<file path="src/rtl/cam_rx_regs_pkg.sv">
package cam_rx_regs_pkg;
  localparam int DEC_W = 7;
  localparam int DATA_W = 32;
  localparam int LANE_W = 2;
  localparam logic [DEC_W-1:0] OFF_CFG   = 7'h00;
  localparam logic [DEC_W-1:0] OFF_PROTO = 7'h04;
  localparam logic [DEC_W-1:0] OFF_STAT  = 7'h10;
  localparam logic [DEC_W-1:0] OFF_GIE   = 7'h20;
  localparam logic [DEC_W-1:0] OFF_ISR   = 7'h24;
  localparam logic [DEC_W-1:0] OFF_IER   = 7'h28;
  localparam int LANE_ERR_BIT = 21;
  localparam logic [DATA_W-1:0] ISR_MASK = 32'h803E_3FFF;
  localparam logic [DATA_W-1:0] EVT_MASK = 32'h801E_3FFF;

  typedef struct packed {
    logic              en;
    logic [DEC_W-1:0]  addr;
    logic [DATA_W-1:0] data;
  } wr_cmd_t;
endpackage

</file>
<file path="src/rtl/cam_rx_axil_if.sv">
module cam_rx_axil_if
  import cam_rx_regs_pkg::*;
#(
  parameter int ADDR_W = 32
) (
  input  logic              clk_i,
  input  logic              rst_ni,
  input  logic [ADDR_W-1:0] awaddr_i,
  input  logic              awvalid_i,
  output logic              awready_o,
  input  logic [DATA_W-1:0] wdata_i,
  input  logic [3:0]        wstrb_i,
  input  logic              wvalid_i,
  output logic              wready_o,
  output logic              bvalid_o,
  input  logic              bready_i,
  input  logic [ADDR_W-1:0] araddr_i,
  input  logic              arvalid_i,
  output logic              arready_o,
  output logic [DATA_W-1:0] rdata_o,
  output logic              rvalid_o,
  input  logic              rready_i,
  output wr_cmd_t           wr_cmd_o,
  output logic [DEC_W-1:0]  rd_addr_o,
  input  logic [DATA_W-1:0] rd_data_i
);
  logic wr_fire, rd_fire;
  logic bvalid_q, rvalid_q;
  logic [DATA_W-1:0] rdata_q;
  logic unused_bits;

  assign unused_bits = ^{wstrb_i, awaddr_i[ADDR_W-1:DEC_W], awaddr_i[1:0],
                         araddr_i[ADDR_W-1:DEC_W], araddr_i[1:0]};

  assign wr_fire   = awvalid_i && wvalid_i && !bvalid_q;
  assign awready_o = wr_fire;
  assign wready_o  = wr_fire;
  assign rd_fire   = arvalid_i && !rvalid_q;
  assign arready_o = !rvalid_q;

  assign wr_cmd_o.en   = wr_fire;
  assign wr_cmd_o.addr = {awaddr_i[DEC_W-1:2], 2'b00};
  assign wr_cmd_o.data = wdata_i;
  assign rd_addr_o     = {araddr_i[DEC_W-1:2], 2'b00};

  always_ff @(posedge clk_i or negedge rst_ni) begin
    if (!rst_ni) begin
      bvalid_q <= 1'b0;
      rvalid_q <= 1'b0;
      rdata_q  <= '0;
    end else begin
      if (wr_fire)       bvalid_q <= 1'b1;
      else if (bready_i) bvalid_q <= 1'b0;
      if (rd_fire) begin
        rvalid_q <= 1'b1;
        rdata_q  <= rd_data_i;
      end else if (rready_i) begin
        rvalid_q <= 1'b0;
      end
    end
  end

  assign bvalid_o = bvalid_q;
  assign rvalid_o = rvalid_q;
  assign rdata_o  = rdata_q;
endmodule

</file>
<file path="src/rtl/cam_rx_ctrl_regs.sv">
module cam_rx_ctrl_regs
  import cam_rx_regs_pkg::*;
#(
  parameter int MAX_LANES = 2,
  parameter int CNT_W     = 16
) (
  input  logic              clk_i,
  input  logic              rst_ni,
  input  wr_cmd_t           wr_cmd_i,
  input  logic              pkt_done_i,
  output logic              en_o,
  output logic              soft_o,
  output logic [LANE_W-1:0] act_o,
  output logic [CNT_W-1:0]  cnt_o,
  output logic              lane_err_o
);
  localparam logic [LANE_W-1:0] MAX_CODE = LANE_W'(MAX_LANES - 1);

  logic              en_q, soft_q;
  logic [LANE_W-1:0] act_q;
  logic [CNT_W-1:0]  cnt_q;

  always_ff @(posedge clk_i or negedge rst_ni) begin
    if (!rst_ni) begin
      en_q   <= 1'b1;
      soft_q <= 1'b0;
      act_q  <= MAX_CODE;
    end else if (wr_cmd_i.en) begin
      if (wr_cmd_i.addr == OFF_CFG) begin
        en_q   <= wr_cmd_i.data[0];
        soft_q <= wr_cmd_i.data[1];
      end
      if (wr_cmd_i.addr == OFF_PROTO) act_q <= wr_cmd_i.data[LANE_W-1:0];
    end
  end

  // Saturating packet counter, cleared by soft reset
  always_ff @(posedge clk_i or negedge rst_ni) begin
    if (!rst_ni)                        cnt_q <= '0;
    else if (soft_q)                    cnt_q <= '0;
    else if (pkt_done_i && cnt_q != '1) cnt_q <= cnt_q + CNT_W'(1);
  end

  assign en_o       = en_q;
  assign soft_o     = soft_q;
  assign act_o      = act_q;
  assign cnt_o      = cnt_q;
  assign lane_err_o = act_q > MAX_CODE;
endmodule

</file>
<file path="src/rtl/cam_rx_irq_ctrl.sv">
module cam_rx_irq_ctrl
  import cam_rx_regs_pkg::*;
(
  input  logic              clk_i,
  input  logic              rst_ni,
  input  wr_cmd_t           wr_cmd_i,
  input  logic              soft_i,
  input  logic [DATA_W-1:0] evt_i,
  input  logic              lane_err_i,
  output logic              gie_o,
  output logic [DATA_W-1:0] ier_o,
  output logic [DATA_W-1:0] isr_o,
  output logic              irq_o
);
  logic              gie_q;
  logic [DATA_W-1:0] ier_q, isr_q, set_v, clr_v, isr_d;

  always_comb begin
    set_v = evt_i & EVT_MASK;
    set_v[LANE_ERR_BIT] = lane_err_i;
    clr_v = (wr_cmd_i.en && wr_cmd_i.addr == OFF_ISR) ? (wr_cmd_i.data & ISR_MASK) : '0;
    // set after clear: an event in the clearing cycle survives
    isr_d = (isr_q & ~clr_v) | set_v;
  end

  always_ff @(posedge clk_i or negedge rst_ni) begin
    if (!rst_ni) begin
      gie_q <= 1'b0;
      ier_q <= '0;
      isr_q <= '0;
    end else if (soft_i) begin
      gie_q <= 1'b0;
      ier_q <= '0;
      isr_q <= '0;
    end else begin
      isr_q <= isr_d;
      if (wr_cmd_i.en && wr_cmd_i.addr == OFF_GIE) gie_q <= wr_cmd_i.data[0];
      if (wr_cmd_i.en && wr_cmd_i.addr == OFF_IER) ier_q <= wr_cmd_i.data & ISR_MASK;
    end
  end

  assign gie_o = gie_q;
  assign ier_o = ier_q;
  assign isr_o = isr_q;
  assign irq_o = gie_q && |(isr_q & ier_q);
endmodule

</file>
<file path="src/rtl/cam_rx_regs.sv">
module cam_rx_regs
  import cam_rx_regs_pkg::*;
#(
  parameter int ADDR_W    = 32,
  parameter int MAX_LANES = 2,
  parameter int CNT_W     = 16,
  parameter int STAT_W    = 4
) (
  input  logic              clk_i,
  input  logic              rst_ni,
  input  logic [ADDR_W-1:0] awaddr_i,
  input  logic              awvalid_i,
  output logic              awready_o,
  input  logic [31:0]       wdata_i,
  input  logic [3:0]        wstrb_i,
  input  logic              wvalid_i,
  output logic              wready_o,
  output logic [1:0]        bresp_o,
  output logic              bvalid_o,
  input  logic              bready_i,
  input  logic [ADDR_W-1:0] araddr_i,
  input  logic              arvalid_i,
  output logic              arready_o,
  output logic [31:0]       rdata_o,
  output logic [1:0]        rresp_o,
  output logic              rvalid_o,
  input  logic              rready_i,
  input  logic [31:0]       evt_i,
  input  logic              pkt_done_i,
  input  logic [STAT_W-1:0] stat_i,
  output logic              core_en_o,
  output logic              soft_rst_o,
  output logic [1:0]        active_lanes_o,
  output logic              irq_o
);
  localparam logic [LANE_W-1:0] MAX_CODE = LANE_W'(MAX_LANES - 1);

  wr_cmd_t           wr_cmd;
  logic [DEC_W-1:0]  rd_addr;
  logic [DATA_W-1:0] rd_data;
  logic [CNT_W-1:0]  cnt_q;
  logic [DATA_W-1:0] isr_q, ier_q;
  logic              gie_q, lane_err;

  cam_rx_axil_if #(.ADDR_W(ADDR_W)) u_bus (
    .clk_i, .rst_ni,
    .awaddr_i, .awvalid_i, .awready_o,
    .wdata_i, .wstrb_i, .wvalid_i, .wready_o,
    .bvalid_o, .bready_i,
    .araddr_i, .arvalid_i, .arready_o,
    .rdata_o, .rvalid_o, .rready_i,
    .wr_cmd_o (wr_cmd),
    .rd_addr_o(rd_addr),
    .rd_data_i(rd_data)
  );

  cam_rx_ctrl_regs #(.MAX_LANES(MAX_LANES), .CNT_W(CNT_W)) u_ctrl (
    .clk_i, .rst_ni,
    .wr_cmd_i  (wr_cmd),
    .pkt_done_i,
    .en_o      (core_en_o),
    .soft_o    (soft_rst_o),
    .act_o     (active_lanes_o),
    .cnt_o     (cnt_q),
    .lane_err_o(lane_err)
  );

  cam_rx_irq_ctrl u_irq (
    .clk_i, .rst_ni,
    .wr_cmd_i  (wr_cmd),
    .soft_i    (soft_rst_o),
    .evt_i,
    .lane_err_i(lane_err),
    .gie_o     (gie_q),
    .ier_o     (ier_q),
    .isr_o     (isr_q),
    .irq_o
  );

  always_comb begin
    rd_data = '0;
    case (rd_addr)
      OFF_CFG:   rd_data[1:0] = {soft_rst_o, core_en_o};
      OFF_PROTO: begin
        rd_data[4:3] = MAX_CODE;
        rd_data[1:0] = active_lanes_o;
      end
      OFF_STAT: begin
        rd_data[DATA_W-1 -: CNT_W] = cnt_q;
        rd_data[STAT_W-1:0]        = stat_i;
      end
      OFF_GIE:   rd_data[0] = gie_q;
      OFF_ISR:   rd_data = isr_q;
      OFF_IER:   rd_data = ier_q;
      default:   rd_data = '0;
    endcase
  end

  assign bresp_o = 2'b00;
  assign rresp_o = 2'b00;
endmodule

</file>
<file path="config.mk">
export PLATFORM = sky130hd
export DESIGN_NAME = cam_rx_regs
export DESIGN_NICKNAME = d
export VERILOG_FILES = /design/src/rtl/cam_rx_regs_pkg.sv /design/src/rtl/cam_rx_axil_if.sv /design/src/rtl/cam_rx_ctrl_regs.sv /design/src/rtl/cam_rx_irq_ctrl.sv /design/src/rtl/cam_rx_regs.sv
export SDC_FILE = /design/constraint.sdc
export NUM_CORES = 1
export LEC_CHECK = 0
export BUFFER_PORTS_ARGS = -buffer_cell sky130_fd_sc_hd__buf_2
export CORE_AREA = 2 2 97 99
export DETAILED_ROUTE_END_ITERATION = 6
export DIE_AREA = 0 0 99 101
export HOLD_SLACK_MARGIN = 0.08
export PLACE_DENSITY = 0.85
export SLEW_MARGIN = 20
export SYNTH_ARGS = -nofsm -noshare
export SYNTH_HDL_FRONTEND = slang
export SYNTH_SLANG_ARGS = --single-unit
export TNS_END_PERCENT = 100
</file>
<file path="constraint.sdc">
create_clock -name clk_i -period 3.48 [get_ports clk_i]
set_clock_uncertainty 0.1 [all_clocks]
set_input_delay 0.696 -clock clk_i [delete_from_list [all_inputs] [get_ports clk_i]]
set_output_delay 0.696 -clock clk_i [all_outputs]
set_load 0.01 [all_outputs]
</file>
Yosys cells after proc, flatten, opt, wreduce, memory -nomap -nowiden
Cells that the tools add are included.
{"block": "totals", "regBits": 119, "input_bits": 144, "output_inout_bits": 46, "elab_cells": 65}
{"block": "classes", "add_sub_neg": 1, "n_lt_le_gt_ge": 1, "eq_ne": 10, "muxes": 19, "n_bitwise": 4, "n_reduce_logical": 20}
{"cell": "$mux 32", "count": 4}
{"cell": "$and 32x32->32", "count": 2}
{"cell": "$pmux 16 s3", "count": 1}
{"cell": "$mux 16", "count": 2}
{"cell": "$not 32->32", "count": 1}
{"cell": "$or 32x32->32", "count": 1}
{"cell": "$reduce_or 32->1", "count": 1}
{"cell": "$eq 5x4->1 const B", "count": 6}
{"cell": "$pmux 11 s2", "count": 1}
{"cell": "$add 16x1->16 const B", "count": 1}
{"cell": "$ne 16x16->1 const B", "count": 1}
{"cell": "$logic_not 7->1", "count": 2}
{"cell": "$eq 5x1->1 const B", "count": 2}
{"cell": "$reduce_bool 2->1", "count": 5}
{"cell": "$logic_and 1x1->1", "count": 8}
{"cell": "$mux 1", "count": 6}
{"cell": "$pmux 1 s6", "count": 1}
{"cell": "$eq 5x3->1 const B", "count": 1}
{"cell": "$pmux 1 s5", "count": 1}
{"cell": "$pmux 1 s4", "count": 1}
{"cell": "$reduce_and 2->1", "count": 2}
{"cell": "$pmux 1 s3", "count": 1}
{"cell": "$gt 2x1->1 const B", "count": 1}
{"cell": "$logic_not 1->1", "count": 2}
{"cell": "$pmux 1 s2", "count": 1}

Longest topological paths before layout
{"block": "logic_depth", "depth_word": 8, "ltp_mapped": 7, "mapped_depth_nobuf": 5}

Cells and area by module
A second synthesis with hierarchy kept.
{"block": "unflattened", "hier_cells": 563, "hier_area_um2": 5609.1}
{"mod": "cam_rx_irq_ctrl", "instances": 1, "cells_per_inst": 223, "area_per_inst_um2": 2005.7}
{"mod": "cam_rx_axil_if", "instances": 1, "cells_per_inst": 125, "area_per_inst_um2": 1764.2}
{"mod": "cam_rx_ctrl_regs", "instances": 1, "cells_per_inst": 112, "area_per_inst_um2": 1091.0}
{"mod": "cam_rx_regs", "instances": 1, "cells_per_inst": 103, "area_per_inst_um2": 748.2}

Least setup slack after synthesis
OpenSTA, ideal clock, no wires.
{"block": "synth_path", "kind": "input to output", "start": "input port wvalid_i", "end": "output port wready_o", "arrival_time_ns": 1.446, "required_time_ns": 2.684, "setup_slack_ns": 1.238, "cell_stages": 4, "path_buffers": 2, "cell_sequence": "nand3b_1 -> inv_1 -> clkbuf_1 -> buf_4"}
{"block": "synth_between", "elab_chain_len": 2}
{"item": "start, declared", "line": "cam_rx_regs.sv:16", "rtl": "input logic wvalid_i,"}
{"item": "$logic_and 1x1->1 (2 in series)", "line": "cam_rx_axil_if.sv:35", "rtl": "assign wr_fire = awvalid_i && wvalid_i && !bvalid_q;"}
{"item": "end, declared", "line": "cam_rx_regs.sv:17", "rtl": "output logic wready_o,"}
Every way passes these cells.

Worst setup path in the final report
{"block": "layout_path", "start": "register u_irq.ier_q[11] (netlist: u_irq.ier_o[11])", "end": "output port irq_o"}
{"block": "layout_between", "elab_chain_len": 3}
{"item": "start, declared", "line": "cam_rx_irq_ctrl.sv:16", "rtl": "logic [DATA_W-1:0] ier_q, isr_q, set_v, clr_v, isr_d;"}
{"item": "start signal, assigned", "line": "cam_rx_irq_ctrl.sv:38", "rtl": "if (wr_cmd_i.en && wr_cmd_i.addr == OFF_IER) ier_q <= wr_cmd_i.data & ISR_MASK;"}
{"item": "$and 32x32->32", "line": "cam_rx_irq_ctrl.sv:45", "rtl": "assign irq_o = gie_q && |(isr_q & ier_q);"}
{"item": "$reduce_or 32->1", "line": "cam_rx_irq_ctrl.sv:45"}
{"item": "$logic_and 1x1->1", "line": "cam_rx_irq_ctrl.sv:45"}
{"item": "end, declared", "line": "cam_rx_regs.sv:34", "rtl": "output logic irq_o"}
Every way passes these cells.

==> impl_metrics.py <==
metrics = {
    "pwr": {
        "powerDensity_nw_per_um2": 482,
        "peakVddDrop_uv": 249,
        "p_clk_share_pct": 27.1,
        "p_int_mw": 1.72,
        "p_switching_mw": 0.845,
        "switching_share_pct": 33.0,
        "p_seq_share_pct": 53.7,
        "pwr-share-comb_pct": 19.2,
        "p_leak_nw": 2.52,
        "total_power_mw": 2.56,
    },
    "die": {
        "die_h_um": 101,
        "die_x_um": 99,
        "num_rows": 35,
        "io_pins": 190,
        "die_area_um2": 10000,
        "floorplan.initialDensity_pct": 51.0,
        "core_area_um2": 8980,
    },
    "sta": {
        "period_needed_ns": 2.63,
        "fmax_mhz": 380,
        "max_slew_margin_pct": 39.4,
        "whs_ns": 0.214,
        "final_max_slew_viol_count": 0,
        "setup_viol": 0,
        "worstMarginPinSlew_ns": 0.900,
        "final_hold_viol_count": 0,
        "fin_tns_setup_ns": 0,
        "rsz0062_at_grt": "false",
        "post-route-period-util_pct": 75.7,
    },
    "worst_setup_path": {
        "cpPeakStageDelay_ns": 0.42,
        "cpLargestDelayFamily": "compound AO/OA/AOI/OAI gates",
        "cp-end-kind": "output pin",
        "cp_slowest_cell": "dfrtp_1",
        "cp_num_buf_inv": 1,
        "startpoint_type": "flip-flop",
        "cp_cell_sequence": "a22o_1 > a221oi_1 > nand4_1 > o21a_1 > buf_2",
        "required_ns": 2.68,
        "cp_max_fo": 3,
        "critPathKind": "reg -> out",
        "cp.arrival_ns": 1.84,
    },
    "yosys": {
        "seq_area_frac_synth_pct": 51.5,
        "synth-edff-count": 0,
        "yosys_register_bits": 94,
        "synth_area_leaders": "dfrtp_1 50%, nand2_1 6.5%, a41oi_1 4.0%",
        "yosysWarnings": 0,
        "synth_top_area_share_pct": 50.3,
        "yosys.area.top_type": "dfrtp_1",
        "avgSynthCellArea_um2": 9.40,
        "synth_area_um2": 4580,
        "async_reset_ff_share_pct": 100,
        "yosysUniqueCellTypes": 53,
        "syn_inst": 487,
        "synth_top_flop_cell": "dfrtp_1",
    },
    "drt": {
        "first_pass_iters": 7,
        "drt-initial-drc-count": 403,
        "ant_nets": 0,
        "wl_um": 12100,
        "vias_per_cell": 6.12,
        "vias": 4223,
        "wl_per_cell_um": 17.5,
        "drc": 0,
    },
    "global_route": {
        "antenna_found_initial": 0,
        "grt_use_total_pct": 25.1,
        "overflow": 0,
        "grt_pass1_vias": 4139,
        "grt_pass1_wl_um": 20000,
        "grt_max_degree": 52,
    },
    "cts": {
        "cts_setup_buffers": 0,
        "ctsResizeCount": 0,
        "clock_sinks": 94,
        "cts_hold_buf": 0,
        "cts.clk_slew.worst_paths_ns": 0.11,
        "htree_levels": 3,
        "cts_root_buf": "clkbuf_8",
        "clk_path_buf_depth": 2,
        "clock_latency_ns": 0.37,
        "cts_buffers": 9,
        "cts_tree": "done",
    },
    "finish": {
        "layout_commonest_cell": "buf_2",
        "mostFrequentLayoutCells": "101 x buf_2, 92 x dfrtp_1, 79 x nand2_1, 38 x nor2_1, 34 x a21oi_1",
        "diodes": 0,
        "fin_nets": 719,
        "area_growth_pct": 16.2,
        "drive_gt1_share_pct": 23.7,
    },
    "worst_hold_path": {
        "hold_path.class": "in -> async",
    },
    "place": {
        "place_congestion": 0.901,
        "place.port_buffers": 102,
        "place_hpwl_um": 8350,
    },
    "job": {
        "timing.max_cap.violations": 0,
    },
    "status": {
        "outcome": "finished, final reports clean",
    },
}
-- through the flow --
stage / std cells / setup slack (ns) / instance area [um2] / utilization, %
3_3_place_gp: 674 / 0.974 / 5130 / 57.1
5_1_grt: 690 / 0.781 / 5320 / 59.2
2_1_floorplan: 490 / 1.24 / 4590 / -
6_report: 690 / 0.845 / 5320 / 59.2
4_1_cts: 690 / 0.853 / 5320 / 59.2
3_5_place_dp: 674 / 0.876 / 5130 / 57.1
-- power groups by stage --
stage	Combinational [mW]	Clock (mW)	Sequential [mW]
floorplan	0.297	0	1.36
CTS	0.493	0.703	1.37
global route	0.555	0.753	1.40
global placement	0.466	0	1.38
detailed placement	0.489	0	1.39
finish	0.492	0.696	1.38
-- worst paths after layout --
path	start	to	slack, ns	cells after the start
max	u_irq.ier_o[11]$_DFFE_PN0P_	irq_o	0.85	5
min	rst_ni	u_bus.rdata_o[28]$_DFFE_PN0P_	0.21	1
max reg2reg	u_bus.bvalid_o$_DFFE_PN0P_	u_irq.ier_o[3]$_DFFE_PN0P_	1.13	5
min reg2reg	u_bus.rdata_o[27]$_DFFE_PN0P_	u_bus.rdata_o[27]$_DFFE_PN0P_	0.37	2
max in group asynchronous	rst_ni	u_ctrl.en_o$_DFFE_PN1P_	2.35	2
min in group clk_i	u_bus.rdata_o[27]$_DFFE_PN0P_	u_bus.rdata_o[27]$_DFFE_PN0P_	0.37	2
-- cells by family (layout without fill, tap and decap cells) --
logic type	Yosys count	in the layout	share of synthesized area, %
multiplexers	8	8	1.89
adder cells (fa/ha/maj)	1	1	0.273
AND/OR/NAND/NOR	187	187	19.3
other	1	4	0.0820
AO/OA/AOI/OAI	133	133	20.7
buffers and inverters	63	152	6.29
flip-flops	94	94	51.5
-- final cells by class --
class | count | area (um2)
clock inverters | 7 | 62.6
well taps | 111 | 139
clock buffers | 9 | 124
multi-input cells | 333 | 1950
repair buffers | 111 | 593
flip-flops and latches | 94 | 2350
inverters | 25 | 93.8
fillers | 768 | 3660
-- Yosys cell counts (all sizes together) (4+ instances only) --
library cell,instances
buf,17
a21oi,34
a22oi,5
nand2b,4
a222oi,7
inv,25
nor2b,5
mux2,5
a41oi,21
or3,4
nor2,38
clkbuf,21
nand3,21
o21ai,14
and4,4
o21a,21
dfrtp,92
a221oi,15
nand2,79
nor3,9
-- sequential cells by signal (all words and copies together), names as in the netlist, 2 cells and up --
register	count
u_bus.rdata_o	31
u_ctrl.act_o	2
u_irq.isr_o	20
u_irq.ier_o	20
u_ctrl.cnt_o	16
-- metal layers --
layer	track usage, %	routed length, um	vias to the layer above
met3	5.06	1100	29
li1	-	-	1928
met2	42.8	5990	222
met5	0	0	-
met4	8.96	286	0
met1	32.0	4720	2044
-- worst reg2reg max path: cells and delay by family (launching register included) --
| kind | cells | cell delay [ns] |
|---|---|---|
| buf+inv | 1 | 0.41 |
| flops | 1 | 0.41 |
| compound gates | 1 | 0.10 |
| simple gates | 3 | 1.21 |
Note: power is estimated with default switching activity, not from simulation.
